[src/rtl/tmr_ocu_pkg.sv]
// Package: shared types and the compare-action function for the timer
// output compare channel. Assumes a two-bit action code.
package tmr_ocu_pkg;
    typedef enum logic [1:0] {
        OM_OFF    = 2'b00,
        OM_TOGGLE = 2'b01,
        OM_CLEAR  = 2'b10,
        OM_SET    = 2'b11
    } oc_mode_e;

    // Next compare state for a given action code and current state.
    function automatic logic oc_apply(input logic [1:0] mode, input logic cur);
        case (oc_mode_e'(mode))
            OM_TOGGLE: oc_apply = ~cur;
            OM_CLEAR:  oc_apply = 1'b0;
            OM_SET:    oc_apply = 1'b1;
            default:   oc_apply = cur;
        endcase
    endfunction
endpackage

[src/rtl/tmr_counter.sv]
// Module: up counter with bus load, optional clear on TOP, and a one-tick
// compare block after every load. Assumes tick is a single-cycle enable.
module tmr_counter #(
    parameter int CNT_W = 16
) (
    input  logic             clk,
    input  logic             rst_n,
    input  logic             tick,
    input  logic             wr_en,
    input  logic [CNT_W-1:0] wr_data,
    input  logic [CNT_W-1:0] top_val,
    input  logic             clr_on_top,
    output logic [CNT_W-1:0] cnt,
    output logic             cmp_gate
);
    logic blk;
    logic top_hit;

    // Compare events are allowed only on an unblocked tick with no write.
    always_comb cmp_gate = tick && !wr_en && !blk;

    // TOP event for clear-on-TOP counting.
    always_comb top_hit = cmp_gate && clr_on_top && (cnt == top_val);

    // Counter register: a load wins over a tick; TOP clears, otherwise increment.
    always_ff @(posedge clk) begin
        if (!rst_n)          cnt <= '0;
        else if (wr_en)      cnt <= wr_data;
        else if (top_hit)    cnt <= '0;
        else if (tick)       cnt <= cnt + 1'b1;
    end

    // Block flag: raised by a load, released by the next tick.
    always_ff @(posedge clk) begin
        if (!rst_n)        blk <= 1'b0;
        else if (wr_en)    blk <= 1'b1;
        else if (tick)     blk <= 1'b0;
    end
endmodule

[src/rtl/tmr_cmp_wave.sv]
// Module: compare detector and output-compare state register. Assumes
// cmp_gate already excludes blocked ticks and write cycles.
module tmr_cmp_wave #(
    parameter int CNT_W = 16
) (
    input  logic             clk,
    input  logic             rst_n,
    input  logic             cmp_gate,
    input  logic [CNT_W-1:0] cnt,
    input  logic [CNT_W-1:0] cmp_val,
    input  logic [1:0]       mode,
    input  logic             force_cmp,
    output logic             oc,
    output logic             flag
);
    import tmr_ocu_pkg::*;

    logic hit;

    // Match event on an allowed tick.
    always_comb hit = cmp_gate && (cnt == cmp_val);

    // State register: a match or a force applies the current action code.
    always_ff @(posedge clk) begin
        if (!rst_n)                oc <= 1'b0;
        else if (hit || force_cmp) oc <= oc_apply(mode, oc);
    end

    // Flag register: one-cycle pulse after each real match.
    always_ff @(posedge clk) begin
        if (!rst_n) flag <= 1'b0;
        else        flag <= hit;
    end
endmodule

[src/rtl/tmr_pin_mux.sv]
// Module: pin source select and direction. Purely combinational so that
// action-code changes reach the pin at once.
module tmr_pin_mux (
    input  logic       oc,
    input  logic [1:0] mode,
    input  logic       port_bit,
    input  logic       ddr_bit,
    output logic       pin_out,
    output logic       pin_oe
);
    // Compare state overrides the port bit whenever any mode bit is set.
    always_comb pin_out = (|mode) ? oc : port_bit;

    // Direction always from the data direction bit.
    always_comb pin_oe = ddr_bit;
endmodule

[src/rtl/tmr_ocu_top.sv]
// Module: timer output compare channel top. Ties the counter, the compare
// unit and the pin mux together. Assumes all inputs are synchronous to clk.
module tmr_ocu_top #(
    parameter int CNT_W = 16
) (
    input  logic             clk,
    input  logic             rst_n,
    input  logic             tick,
    input  logic             cnt_wr_en,
    input  logic [CNT_W-1:0] cnt_wr_data,
    input  logic [CNT_W-1:0] cmp_val,
    input  logic [CNT_W-1:0] top_val,
    input  logic             clr_on_top,
    input  logic [1:0]       out_mode,
    input  logic             force_cmp,
    input  logic             port_bit,
    input  logic             ddr_bit,
    output logic [CNT_W-1:0] cnt_q,
    output logic             oc_state,
    output logic             match_flag,
    output logic             pin_out,
    output logic             pin_oe
);
    logic cmp_gate;

    tmr_counter #(.CNT_W(CNT_W)) u_cnt (
        .clk(clk), .rst_n(rst_n), .tick(tick), .wr_en(cnt_wr_en),
        .wr_data(cnt_wr_data), .top_val(top_val), .clr_on_top(clr_on_top),
        .cnt(cnt_q), .cmp_gate(cmp_gate)
    );

    tmr_cmp_wave #(.CNT_W(CNT_W)) u_cmp (
        .clk(clk), .rst_n(rst_n), .cmp_gate(cmp_gate), .cnt(cnt_q),
        .cmp_val(cmp_val), .mode(out_mode), .force_cmp(force_cmp),
        .oc(oc_state), .flag(match_flag)
    );

    tmr_pin_mux u_pin (
        .oc(oc_state), .mode(out_mode), .port_bit(port_bit), .ddr_bit(ddr_bit),
        .pin_out(pin_out), .pin_oe(pin_oe)
    );
endmodule

[config.mk]
export PLATFORM = sky130hd
export DESIGN_NAME = tmr_ocu_top
export DESIGN_NICKNAME = d
export VERILOG_FILES = /design/src/rtl/tmr_ocu_pkg.sv /design/src/rtl/tmr_counter.sv /design/src/rtl/tmr_cmp_wave.sv /design/src/rtl/tmr_pin_mux.sv /design/src/rtl/tmr_ocu_top.sv
export SDC_FILE = /design/constraint.sdc
export NUM_CORES = 1
export LEC_CHECK = 0
export ABC_CLOCK_PERIOD_IN_PS = 2200
export BUFFER_PORTS_ARGS = -buffer_cell sky130_fd_sc_hd__buf_2
export CAP_MARGIN = 25
export CORE_ASPECT_RATIO = 2
export CORE_UTILIZATION = 38
export CTS_CLUSTER_DIAMETER = 120
export DETAILED_ROUTE_END_ITERATION = 10
export PLACE_DENSITY = 0.7
export SLEW_MARGIN = 5
export SYNTH_ARGS = -nofsm -noshare
export SYNTH_HDL_FRONTEND = slang
export SYNTH_SLANG_ARGS = --single-unit
[constraint.sdc]
create_clock -name clk -period 2.2 [get_ports clk]
set_input_delay 0.44 -clock clk [delete_from_list [all_inputs] [get_ports clk]]
set_output_delay 0.44 -clock clk [all_outputs]
set_load 0.1 [all_outputs]
# Yosys cells after proc, flatten, opt, wreduce, memory -nomap -nowiden

Cells that the tools add are included.

Add/subtract/negate cells: 1
Bitwise gates (word level): 1
Equality and inequality tests: 5
Reduce and logical (&&, ||, !) cells: 13
Muxes and demuxes: 7

Operator list:

| kind                    | count |
|---|---|
| $mux W16                | 3 |
| $eq A16 B16 Y1          | 2 |
| $add A16 B1 Y16 const B | 1 |
| $reduce_bool A3 Y1      | 2 |
| $logic_and A1 B1 Y1     | 5 |
| $eq A2 B2 Y1 const B    | 2 |
| $mux W1                 | 3 |
| $pmux W1 S3             | 1 |
| $eq A2 B1 Y1 const B    | 1 |
| $logic_not A1 Y1        | 2 |
| $reduce_and A2 Y1       | 1 |
| $reduce_bool A2 Y1      | 1 |
| $reduce_or A2 Y1        | 1 |
| $logic_or A1 B1 Y1      | 1 |
| $not A1 Y1              | 1 |

Bits in registers: 19
Output and inout port bits: 20
Input port bits: 58
Logic and storage cells: 31

# Logic depth before layout (Yosys ltp)

Gate-level depths: netlist (run 1).

Depth after elaboration: 7
Mapped depth: 8
Depth with buffers taken out: 7

# Hierarchy

From an unflattened synthesis (run 1), not the netlist that was laid out.

Cells, all modules: 177
Area, all modules: 1491.4 um^2

Modules (own cells, without submodules):

| module       | cells each | instances | sequential area each (um^2) | area each (um^2) |
|---|---|---|---|---|
| tmr_counter  | 140        | 1         | 340.3                       | 1183.6 |
| tmr_cmp_wave | 34         | 1         | 40.0                        | 285.3 |
| tmr_pin_mux  | 3          | 1         | 0.0                         | 22.5 |

# Worst setup path before layout (run 1)

OpenSTA, ideal clock, no wires.

Path kind: register to register
Start point: register u_cnt.cnt[0]
End point: register u_cnt.cnt[15]
Period minus slack after synthesis: 2.407 ns
Library setup time: 0.086 ns
Path slack: -0.207 ns
Arrival: 2.322 ns
Required time: 2.114 ns
Stages on the path, launching flop included: 7
Buffers on the path: 1
Cell sequence: dfxtp_1 clkbuf_2 nand4_1 nor3_2 nand4_1 xor2_1 a211oi_1

Longest elaborated chain between the ends: 4
Elaborated cells between the ends (all ways): 7
Classes of those cells: 1 x add/sub; 1 x eq/ne; 3 x mux; 2 x reduce/logical

Ends and longest elaborated chain:

| item                                              | line                                 | source |
|---|---|---|
| from (decl)                                       | tmr_counter.sv:13                    | `output logic [CNT_W-1:0] cnt,` |
| from (signal assigned)                            | tmr_counter.sv:28                    | `else if (wr_en) cnt <= wr_data;` |
| from (signal assigned)                            | tmr_counter.sv:30                    | `else if (tick) cnt <= cnt + 1'b1;` |
| $add A16 B1 Y16 or $eq A16 B16 Y1 (tied branches) | tmr_counter.sv:30, tmr_counter.sv:23 |  |
| $mux W16 or $logic_and A1 B1 Y1 (tied branches)   | tmr_counter.sv:30, tmr_counter.sv:23 |  |
| $mux W16                                          | tmr_counter.sv:29                    | `else if (top_hit) cnt <= '0;` |
| $mux W16                                          | tmr_counter.sv:28                    |  |

Parallel ways exist; a longest one is shown, timed or not. The select of a mux whose other input is x is not followed.
A chain may end at the register's enable or synchronous reset.

# Final worst setup path (run 1)

Start point: register u_cnt.cnt[12]
End point: register u_cnt.cnt[1]

Longest elaborated chain between the ends: 4
Elaborated cells between the ends (all ways): 5
Classes of those cells: 1 x eq/ne; 2 x mux; 2 x reduce/logical

Ends and longest elaborated chain:

| item                  | line              | source |
|---|---|---|
| $eq A16 B16 Y1 *      | tmr_counter.sv:23 | `always_comb top_hit = cmp_gate && clr_on_top && (cnt == top_val);` |
| $logic_and A1 B1 Y1 * | tmr_counter.sv:23 |  |
| $mux W16              | tmr_counter.sv:29 |  |
| $mux W16              | tmr_counter.sv:28 |  |

Mark *: on every way between the ends. The rest lies on a longest branch, timed or not.

==> results of run 1 <==
registers in the layout, summed over array words and instances (netlist names):
register,flops
u_cnt.cnt,16
u_cnt.blk,1
u_cmp.flag,1
u_cmp.oc,1
metrics by stage:
step / instance area (um^2) / worst slack [ns] / instances / total power, uW
after floorplan: 1440 / 0.0156 / 171 / 698
after global placement: 1810 / 0.267 / 284 / 783
after detailed placement: 1810 / 0.216 / 284 / 785
after CTS: 1850 / 0.380 / 288 / 1030
after global routing: 1850 / 0.278 / 288 / 1070
final: 1850 / 0.422 / 288 / 1020
metal layers:
metal  part of all wire [%]  GRT usage (%)
met1                     35           19.8
met2                     59           41.6
met3                    4.6           2.45
met4                    1.7           6.89
met5                      0              0
synth_stat cells, types with 4 or more instances:
library cell and n:
nand2_1 9, nor4_1 4, a211oi_1 4, clkbuf_1 5, xnor2_1 21, nand3_1 14
xor2_1 22, nor2_1 12, dfxtp_1 19, o31ai_1 7, a21oi_1 6, o21ai_0 4
nand4_1 8
tightest hold or removal path: cells and delay by family:
kind | cells | cell delay, ns
compound gates | 1 | 0.06
buf+inv | 1 | 0.08
simple gates | 1 | 0.06
power groups by stage:
stage,sequential [uW],clock (uW),combinational [uW]
2_1_floorplan,540,0,158
3_5_place_dp,416,0,369
3_3_place_gp,416,0,367
4_1_cts,408,254,370
6_report,408,248,368
5_1_grt,413,263,390
layout make-up:
class / instances / area, um^2
clock buffer: 4 / 45.0
fill: 375 / 1750
inverter: 3 / 11.3
multi-input combinational: 135 / 942
sequential: 19 / 395
tap: 49 / 61.3
timing repair buffer: 78 / 398
worst paths after layout:
check                       to  cells past startpoint
setup / recovery  u_cnt.cnt[1]                      6
hold / removal    u_cnt.cnt[7]                      3
setup reg to reg  u_cnt.cnt[1]                      6
hold reg to reg      u_cnt.blk                      2
logic make-up after synthesis:
| group | Yosys count | share of synthesized area [%] |
|---|---|---|
| flip-flops | 19 | 26.6 |
| multiplexers | 4 | 2.89 |
| XOR/XNOR | 43 | 26.4 |
| buffers and inverters | 17 | 7.36 |
| adder cells (fa/ha/maj) | 1 | 0.876 |
| AO/OA/AOI/OAI | 25 | 11.7 |
| AND/OR/NAND/NOR | 62 | 24.2 |
==> metrics.csv, run 1 <==
stage;metric;value;unit
clock_tree;clock root buffer;clkbuf_8;
grt;GRT overflow;0;
layout;final net count;299;
power;Power Density;552;nW/um^2
route;first-pass detailed-route iteration total;4;
grt;first-pass GRT wire length;6.03;mm
route;DR iter-0 viols;23;
layout;Util after Layout;51.4;%
setup_path;kind of critical path;reg -> reg;
sta;crit path time final;1.78;ns
clock_tree;CTS sink cnt;19;
sta;Final setup viols;0;
route;Final ANT Viol Nets;0;
yosys;cell count after synthesis;171;
setup_path;Crit. End Element;register;
hold_path;min-delay src;cnt_wr_data[7];
sta;pin slew with the least headroom to its limit;0.492;ns
clock_tree;postcts setup bufs;0;
setup_path;Req. time, crit path;2.34;ns
power;Switching Fraction;39.8;%
clock_tree;clk slew on worst S/H paths;0.07;ns
layout;Syn-to-layout area delta;29.8;%
yosys;post-synthesis sequential area ratio;26.6;%
floorplan;effective utilization at floorplan;39.6;%
yosys;post-synthesis async set-or-reset flop share;0;%
setup_path;register-to-register path setup slack;0.42;ns
sta;RSZ-0062 raised after global routing;no;
floorplan;I/O pins;78;
floorplan;# rows;31;
setup_path;Crit-path slowest cell;nor4_1;
yosys;share of the synthesized area in the top cell type;26.6;%
sta;Max Slew Vio Count;0;
layout;most common cell after layout, fill and taps aside;buf_2;
power;Reg power frac;39.8;%
yosys;Synth Warn #;0;
setup_path;CP delay by family, top;simple AND/OR/NAND/NOR gates;
sta;Max Freq;562;MHz
clock_tree;hold-fix buffer count after cts;0;
hold_path;Hold WC Path Type;in -> reg;
yosys;FF+latch count, synth;19;
layout;fraction of layout cells with a size suffix above 1;41.4;%
run;Max-Cap Viols;0;
placement;HPWL Detailed;3.26;mm
yosys;Post-synth EDFFs;0;
floorplan;die span in x;45.3;um
route;final wirelength;3.89;mm
clock_tree;CTS Buf Count;3;
yosys;Synth area leaders;dfxtp_1, xor2_1, xnor2_1;
floorplan;die height;88.7;um
sta;clk_skew;0.00403;ns
setup_path;worst r2r src;u_cnt.cnt[12];
setup_path;Startpoint Class;register;
yosys;largest area contributor in the netlist;dfxtp_1;
setup_path;Worst Path Buf+Inv;0;
power;clock power share;24.2;%
clock_tree;CTS H-tree depth;1;
yosys;Avg Inst Size Synth;8.35;um^2
setup_path;worst-path maximum fanout;14;
sta;setup TNS;0;ns
layout;n_diodes;0;
route;vias per inst;5.01;
clock_tree;CTS max path bufs;2;
placement;GPL Wtd Cong;0.808;
grt;largest net degree at the start of global routing;18;
power;maximum vdd ir drop;0.385;mV
power;design internal power;616;uW
route;Via Count;1444;
power;LEAKAGE;0.000836;uW
sta;Hold Fails Final Rpt;0;
layout;most frequent cells in the layout;buf_2, xor2_1, xnor2_1;
floorplan;core area;3610;um^2
floorplan;die outline area;4020;um^2
power;Net Switching;408;uW
setup_path;crit-path cells;xor2_1 -> nor4_1 -> nand3_1 -> nor3_2 -> nand2b_4 -> o31ai_1;
grt;initial antenna violation count;0;
power;logic gate share of total power;35.9;%
route;drt wl/cell;13.5;um
route;DR DRC count;0;
yosys;Cell variety after synth;37;
clock_tree;CTS tree;yes;
yosys;synthesized area;1430;um^2
grt;vias in the first global route;1366;
setup_path;CP startpoint;u_cnt.cnt[12];
clock_tree;worst skew pair latency;0.26;ns
grt;All-Layer GR Usage;20.6;%
sta;Slew HR;67.5;%
yosys;Net Count, Synth;230;
yosys;predominant post-synthesis flop cell;dfxtp_1;
clock_tree;CTS resizes;0;
setup_path;Worst path max stage delay;0.38;ns
placement;IO buf count;75;
sta;Hold WS;0.414;ns
sta;Tcrit/Tclk final;80.8;%
status;status;finished clean;
setup_path;critical path arrival;1.92;ns
(Power assumes the default switching activity.)
==> run 2: changes to the inputs <==
--- a/config.mk
+++ b/config.mk
@@ -5,7 +5,7 @@
 export SDC_FILE = /design/constraint.sdc
 export NUM_CORES = 1
 export LEC_CHECK = 0
-export ABC_CLOCK_PERIOD_IN_PS = 2200
+export ABC_CLOCK_PERIOD_IN_PS = 1900
 export BUFFER_PORTS_ARGS = -buffer_cell sky130_fd_sc_hd__buf_2
 export CAP_MARGIN = 25
 export CORE_ASPECT_RATIO = 2
==> constraint.sdc (replaced) <==
create_clock -name clk -period 1.9 [get_ports clk]
set_input_delay 0.38 -clock clk [delete_from_list [all_inputs] [get_ports clk]]
set_output_delay 0.38 -clock clk [all_outputs]
set_load 0.1 [all_outputs]
==> metrics.csv, run 2 (synthesis results as in run 1) <==
stage;metric;value;unit
sta;setup TNS;0;ns
grt;GRT overflow;0;
layout;fillers;365;
grt;GR Layer Usage met1;21.6;%
floorplan;die height;88.7;um
grt;met2 Use GR;41.9;%
floorplan;I/O pins;78;
layout;final net count;306;
layout;most frequent cells in the layout;buf_2, xor2_1, xnor2_1;
grt;first-pass GRT wire length;6.29;mm
setup_path;worst r2r src;u_cnt.cnt[6];
setup_path;Crit. End Element;register;
grt;grt peak-use layer;met2;
route;Via Count;1477;
power;Reg power frac;39.0;%
layout;n_diodes;0;
run;Max-Cap Viols;0;
floorplan;die span in x;45.3;um
setup_path;crit-path cells;xor2_1 -> nor4_1 -> buf_4 -> nand3_1 -> nor3_2 -> buf_4 -> o31ai_1 -> and2_1;
grt;met3 Use GR;2.04;%
sta;Hold Fails Final Rpt;0;
route;final wirelength;4.13;mm
clock_tree;CTS H-tree depth;1;
layout;Syn-to-layout area delta;36.0;%
setup_path;Startpoint Class;register;
route;drt wl/cell;14.0;um
route;vias per inst;5.01;
clock_tree;clock root buffer;clkbuf_8;
setup_path;kind of critical path;reg -> reg;
route;Final ANT Viol Nets;0;
power;design internal power;715;uW
clock_tree;CTS Buf Count;3;
hold_path;min-delay src;cnt_wr_data[7];
clock_tree;hold-fix buffer count after cts;0;
clock_tree;CTS sink cnt;19;
grt;largest net degree at the start of global routing;22;
sta;RSZ-0062 raised after global routing;no;
layout;fraction of layout cells with a size suffix above 1;45.5;%
sta;Slew HR;67.5;%
route;DR iter-0 viols;25;
grt;initial antenna violation count;0;
power;maximum vdd ir drop;0.473;mV
floorplan;effective utilization at floorplan;39.6;%
floorplan;core area;3610;um^2
layout;register bank with the most flops;u_cnt.cnt;
clock_tree;worst skew pair latency;0.26;ns
power;Switching Fraction;40.1;%
route;first-pass detailed-route iteration total;4;
power;clock power share;24.2;%
power;Pwr Total;1190;uW
setup_path;Worst path max stage delay;0.35;ns
setup_path;Crit-path slowest cell;dfxtp_4;
placement;GPL Wtd Cong;0.875;
grt;All-Layer GR Usage;21.9;%
power;LEAKAGE;0.000875;uW
setup_path;CP dominant cell by count;buf_4;
setup_path;Req. time, crit path;2.06;ns
placement;HPWL Detailed;3.42;mm
clock_tree;CTS tree;yes;
floorplan;# rows;31;
sta;Final setup viols;0;
layout;most common cell after layout, fill and taps aside;buf_2;
sta;crit path time final;1.76;ns
hold_path;Hold Path Depth;3;
layout;Util after Layout;53.8;%
power;logic gate share of total power;36.8;%
clock_tree;postcts setup bufs;0;
hold_path;Min-Delay Endpoint;u_cnt.cnt[7];
clock_tree;CTS max path bufs;2;
floorplan;die outline area;4020;um^2
placement;IO buf count;75;
setup_path;worst-path maximum fanout;3;
route;DR DRC count;0;
hold_path;Hold WC Path Type;in -> reg;
power;Net Switching;479;uW
clock_tree;CTS resizes;0;
grt;vias in the first global route;1434;
layout;max reg flops;16;
setup_path;critical path arrival;1.92;ns
setup_path;worst r2r dst;u_cnt.cnt[11];
setup_path;register-to-register path setup slack;0.14;ns
clock_tree;clk slew on worst S/H paths;0.07;ns
sta;Tcrit/Tclk final;92.6;%
power;Power Density;615;nW/um^2
sta;clk_skew;0.00155;ns
sta;Max Slew Vio Count;0;
setup_path;r2r worst-path depth;8;
sta;pin slew with the least headroom to its limit;0.491;ns
status;status;finished clean;
sta;Max Freq;568;MHz
[run 2: cell types whose count changed in the layout (fill, tap and decap cells not counted)]
cell / change
dfxtp_4: +9
buf_4: +6
dfxtp_1: -5
dfxtp_2: -4
nand2b_2: +1
nor4_1: -1
nor4_2: +1
[run 2: area by class of cell]
class | count | area (um^2) | share of cell area [%]
multi-input combinational | 136 | 957 | 49.3
tap | 49 | 61.3 | 3.16
clock buffer | 4 | 45.0 | 2.32
sequential | 19 | 424 | 21.8
inverter | 3 | 11.3 | 0.580
timing repair buffer | 84 | 443 | 22.8
[run 2: critical path, delay by kind of cell (launching register included)]
| family | cells | cell delay [ns] |
|---|---|---|
| flip-flops | 1 | 0.35 |
| AND/OR/NAND/NOR | 4 | 0.76 |
| XOR/XNOR | 1 | 0.15 |
| buffers and inverters | 2 | 0.34 |
| AO/OA/AOI/OAI | 1 | 0.06 |
[run 2: power by group through the flow]
| stage | Sequential (uW) | Clock (uW) | Combinational [uW] |
|---|---|---|---|
| 2_1_floorplan | 622 | 0 | 183 |
| 3_3_place_gp | 474 | 0 | 436 |
| 5_1_grt | 471 | 305 | 468 |
| 3_5_place_dp | 475 | 0 | 439 |
| 4_1_cts | 465 | 290 | 440 |
| 6_report | 465 | 289 | 440 |
[run 2: worst max path at each step]
| stage | startpoint | to | depth (start not counted) |
|---|---|---|---|
| global placement | tick | u_cnt.cnt[3] | 7 |
| floorplan | u_cnt.cnt[12] | u_cnt.cnt[10] | 7 |
| CTS | u_cnt.cnt[6] | u_cnt.cnt[1] | 7 |
| detailed placement | tick | u_cnt.cnt[1] | 7 |
| finish | u_cnt.cnt[6] | u_cnt.cnt[11] | 8 |
| global route | u_cnt.cnt[6] | u_cnt.cnt[6] | 7 |
[run 2: layer usage]
| metal | wire (um) | vias to the layer above | part of all wire, % |
|---|---|---|---|
| li1 | - | 746 | - |
| met2 | 2390 | 51 | 58 |
| met4 | 148 | 0 | 3.6 |
| met3 | 176 | 11 | 4.3 |
| met1 | 1420 | 669 | 34 |
| met5 | 0 | - | 0 |
[run 2: through the flow]
stage | hold slack, ns | instances | cell area, um^2 | setup slack [ns]
4_1_cts | 0.351 | 294 | 1930 | 0.123
2_1_floorplan | 0.481 | 171 | 1470 | 0.00148
6_report | 0.347 | 295 | 1940 | 0.140
3_3_place_gp | 0.506 | 290 | 1880 | 0.0464
3_5_place_dp | 0.511 | 290 | 1880 | -0.0709
5_1_grt | 0.355 | 295 | 1940 | 0.0348
==> run 3: changes to the inputs <==
--- a/config.mk
+++ b/config.mk
@@ -11,8 +11,11 @@
 export CORE_ASPECT_RATIO = 2
 export CORE_UTILIZATION = 38
 export CTS_CLUSTER_DIAMETER = 120
+export CTS_CLUSTER_SIZE = 14
 export DETAILED_ROUTE_END_ITERATION = 10
+export GPL_ROUTABILITY_DRIVEN = 0
 export PLACE_DENSITY = 0.7
+export SETUP_SLACK_MARGIN = 0.15
 export SLEW_MARGIN = 5
 export SYNTH_ARGS = -nofsm -noshare
 export SYNTH_HDL_FRONTEND = slang
==> metrics.csv, run 3 (synthesis results as in run 1) <==
stage;metric;value;unit
status;status;finished clean;
grt;first-pass GRT wire length;6.02;mm
sta;Slew HR;67.4;%
floorplan;die outline area;4020;um^2
power;maximum vdd ir drop;0.385;mV
clock_tree;worst skew pair latency;0.25;ns
route;Via Count;1498;
power;Net Switching;483;uW
layout;most frequent cells in the layout;buf_2, xnor2_1, xor2_1;
power;design internal power;717;uW
sta;Max Slew Vio Count;0;
setup_path;critical path arrival;1.87;ns
floorplan;I/O pins;78;
run;Max-Cap Viols;0;
route;vias per inst;5.03;
clock_tree;CTS max path bufs;2;
floorplan;die span in x;45.3;um
hold_path;Hold WC Path Type;in -> reg;
route;DR DRC count;0;
grt;largest net degree at the start of global routing;17;
setup_path;Crit. End Element;register;
grt;All-Layer GR Usage;20.4;%
layout;final net count;309;
setup_path;kind of critical path;reg -> reg;
clock_tree;clk slew on worst S/H paths;0.07;ns
layout;most common cell after layout, fill and taps aside;buf_2;
route;DR iter-0 viols;19;
clock_tree;CTS tree;yes;
clock_tree;hold-fix buffer count after cts;0;
sta;Tcrit/Tclk final;92.1;%
grt;GRT overflow;0;
layout;n_diodes;0;
setup_path;worst-path maximum fanout;7;
clock_tree;CTS sink cnt;19;
clock_tree;CTS H-tree depth;1;
route;first-pass detailed-route iteration total;4;
route;final wirelength;4.11;mm
sta;Max Freq;571;MHz
clock_tree;clock root buffer;clkbuf_8;
floorplan;# rows;31;
sta;clk_skew;0.00232;ns
power;Power Density;588;nW/um^2
power;Reg power frac;38.4;%
floorplan;effective utilization at floorplan;39.6;%
layout;fillers;353;
power;clock power share;23.2;%
placement;HPWL Detailed;3.23;mm
power;LEAKAGE;0.000923;uW
setup_path;Req. time, crit path;2.02;ns
grt;initial antenna violation count;0;
sta;Final setup viols;0;
layout;Multi-input gate area;1020;um^2
sta;Hold Fails Final Rpt;0;
sta;crit path time final;1.75;ns
layout;Syn-to-layout area delta;43.1;%
layout;max reg flops;16;
route;drt wl/cell;13.8;um
grt;vias in the first global route;1410;
clock_tree;CTS Buf Count;3;
sta;RSZ-0062 raised after global routing;yes;
power;Switching Fraction;40.3;%
power;logic gate share of total power;38.3;%
placement;IO buf count;75;
sta;setup TNS;0;ns
floorplan;core area;3610;um^2
route;Final ANT Viol Nets;0;
floorplan;die height;88.7;um
sta;pin slew with the least headroom to its limit;0.492;ns
layout;Util after Layout;56.6;%
layout;fraction of layout cells with a size suffix above 1;48.6;%
layout;register bank with the most flops;u_cnt.cnt;
setup_path;Startpoint Class;register;
layout;register area;439;um^2
[run 3: cell types whose count changed in the layout (fill, tap and decap cells not counted), sizes merged]
cell / before / now
buf: 84 / 87
[run 3: stage by stage]
stage | setup slack, ns | std cells | total power, uW | area, um^2 | hold slack, ns
6_report | 0.149 | 298 | 1200 | 2040 | 0.355
5_1_grt | 0.0721 | 298 | 1250 | 2040 | 0.363
4_1_cts | 0.171 | 291 | 1190 | 1940 | 0.353
3_5_place_dp | 0.0105 | 287 | 903 | 1880 | 0.507
3_3_place_gp | 0.0355 | 287 | 900 | 1880 | 0.492
2_1_floorplan | 0.111 | 171 | 804 | 1500 | 0.481
[run 3: layer usage]
metal  vias up  track usage, %  routed length, um
li1        755               -                  -
met5         -               0                  0
met1       690            20.9               1520
met4         0            9.92                 83
met3         6            2.45                154
met2        47            38.2               2350
[run 3: final cells by class]
cell class              count  share of cell area [%]
clock buffers               4                    2.20
inverters                   3                   0.551
multi-input cells         136                    50.0
flip-flops and latches     19                    21.5
well taps                  49                    3.00
repair buffers             87                    22.8
[run 3: power groups by stage]
stage	Combinational, uW	Sequential (uW)	Clock, uW
final	460	461	279
after global routing	487	466	302
after CTS	436	463	287
after detailed placement	430	472	0
after global placement	428	472	0
after floorplan	186	618	0
[run 3: worst paths after layout]
path / cells after the start / slack [ns] / end / start
worst max-delay path: 6 / 0.15 / u_cnt.cnt[8] / u_cnt.cnt[11]
worst min-delay path: 3 / 0.35 / u_cnt.cnt[1] / cnt_wr_data[1]
worst min register to register: 2 / 0.52 / u_cnt.blk / u_cnt.blk
worst max register to register: 6 / 0.15 / u_cnt.cnt[8] / u_cnt.cnt[11]
[run 3: worst max-delay path, stage by stage (launching register included)]
cell and delay (ns):
dfxtp_4 0.37, xor2_1 0.18, nor4_2 0.37, nand3_4 0.13, nor3_4 0.24, nand2b_2 0.27, a211oi_1 0.06
[run 3: repair_timing]
item                                    CTS  global route
gates resized for setup                   2             8
buffers inserted                          0             6
endpoints found under the setup margin    1            17
pin swaps                                 1            10
cloned                                    0             1
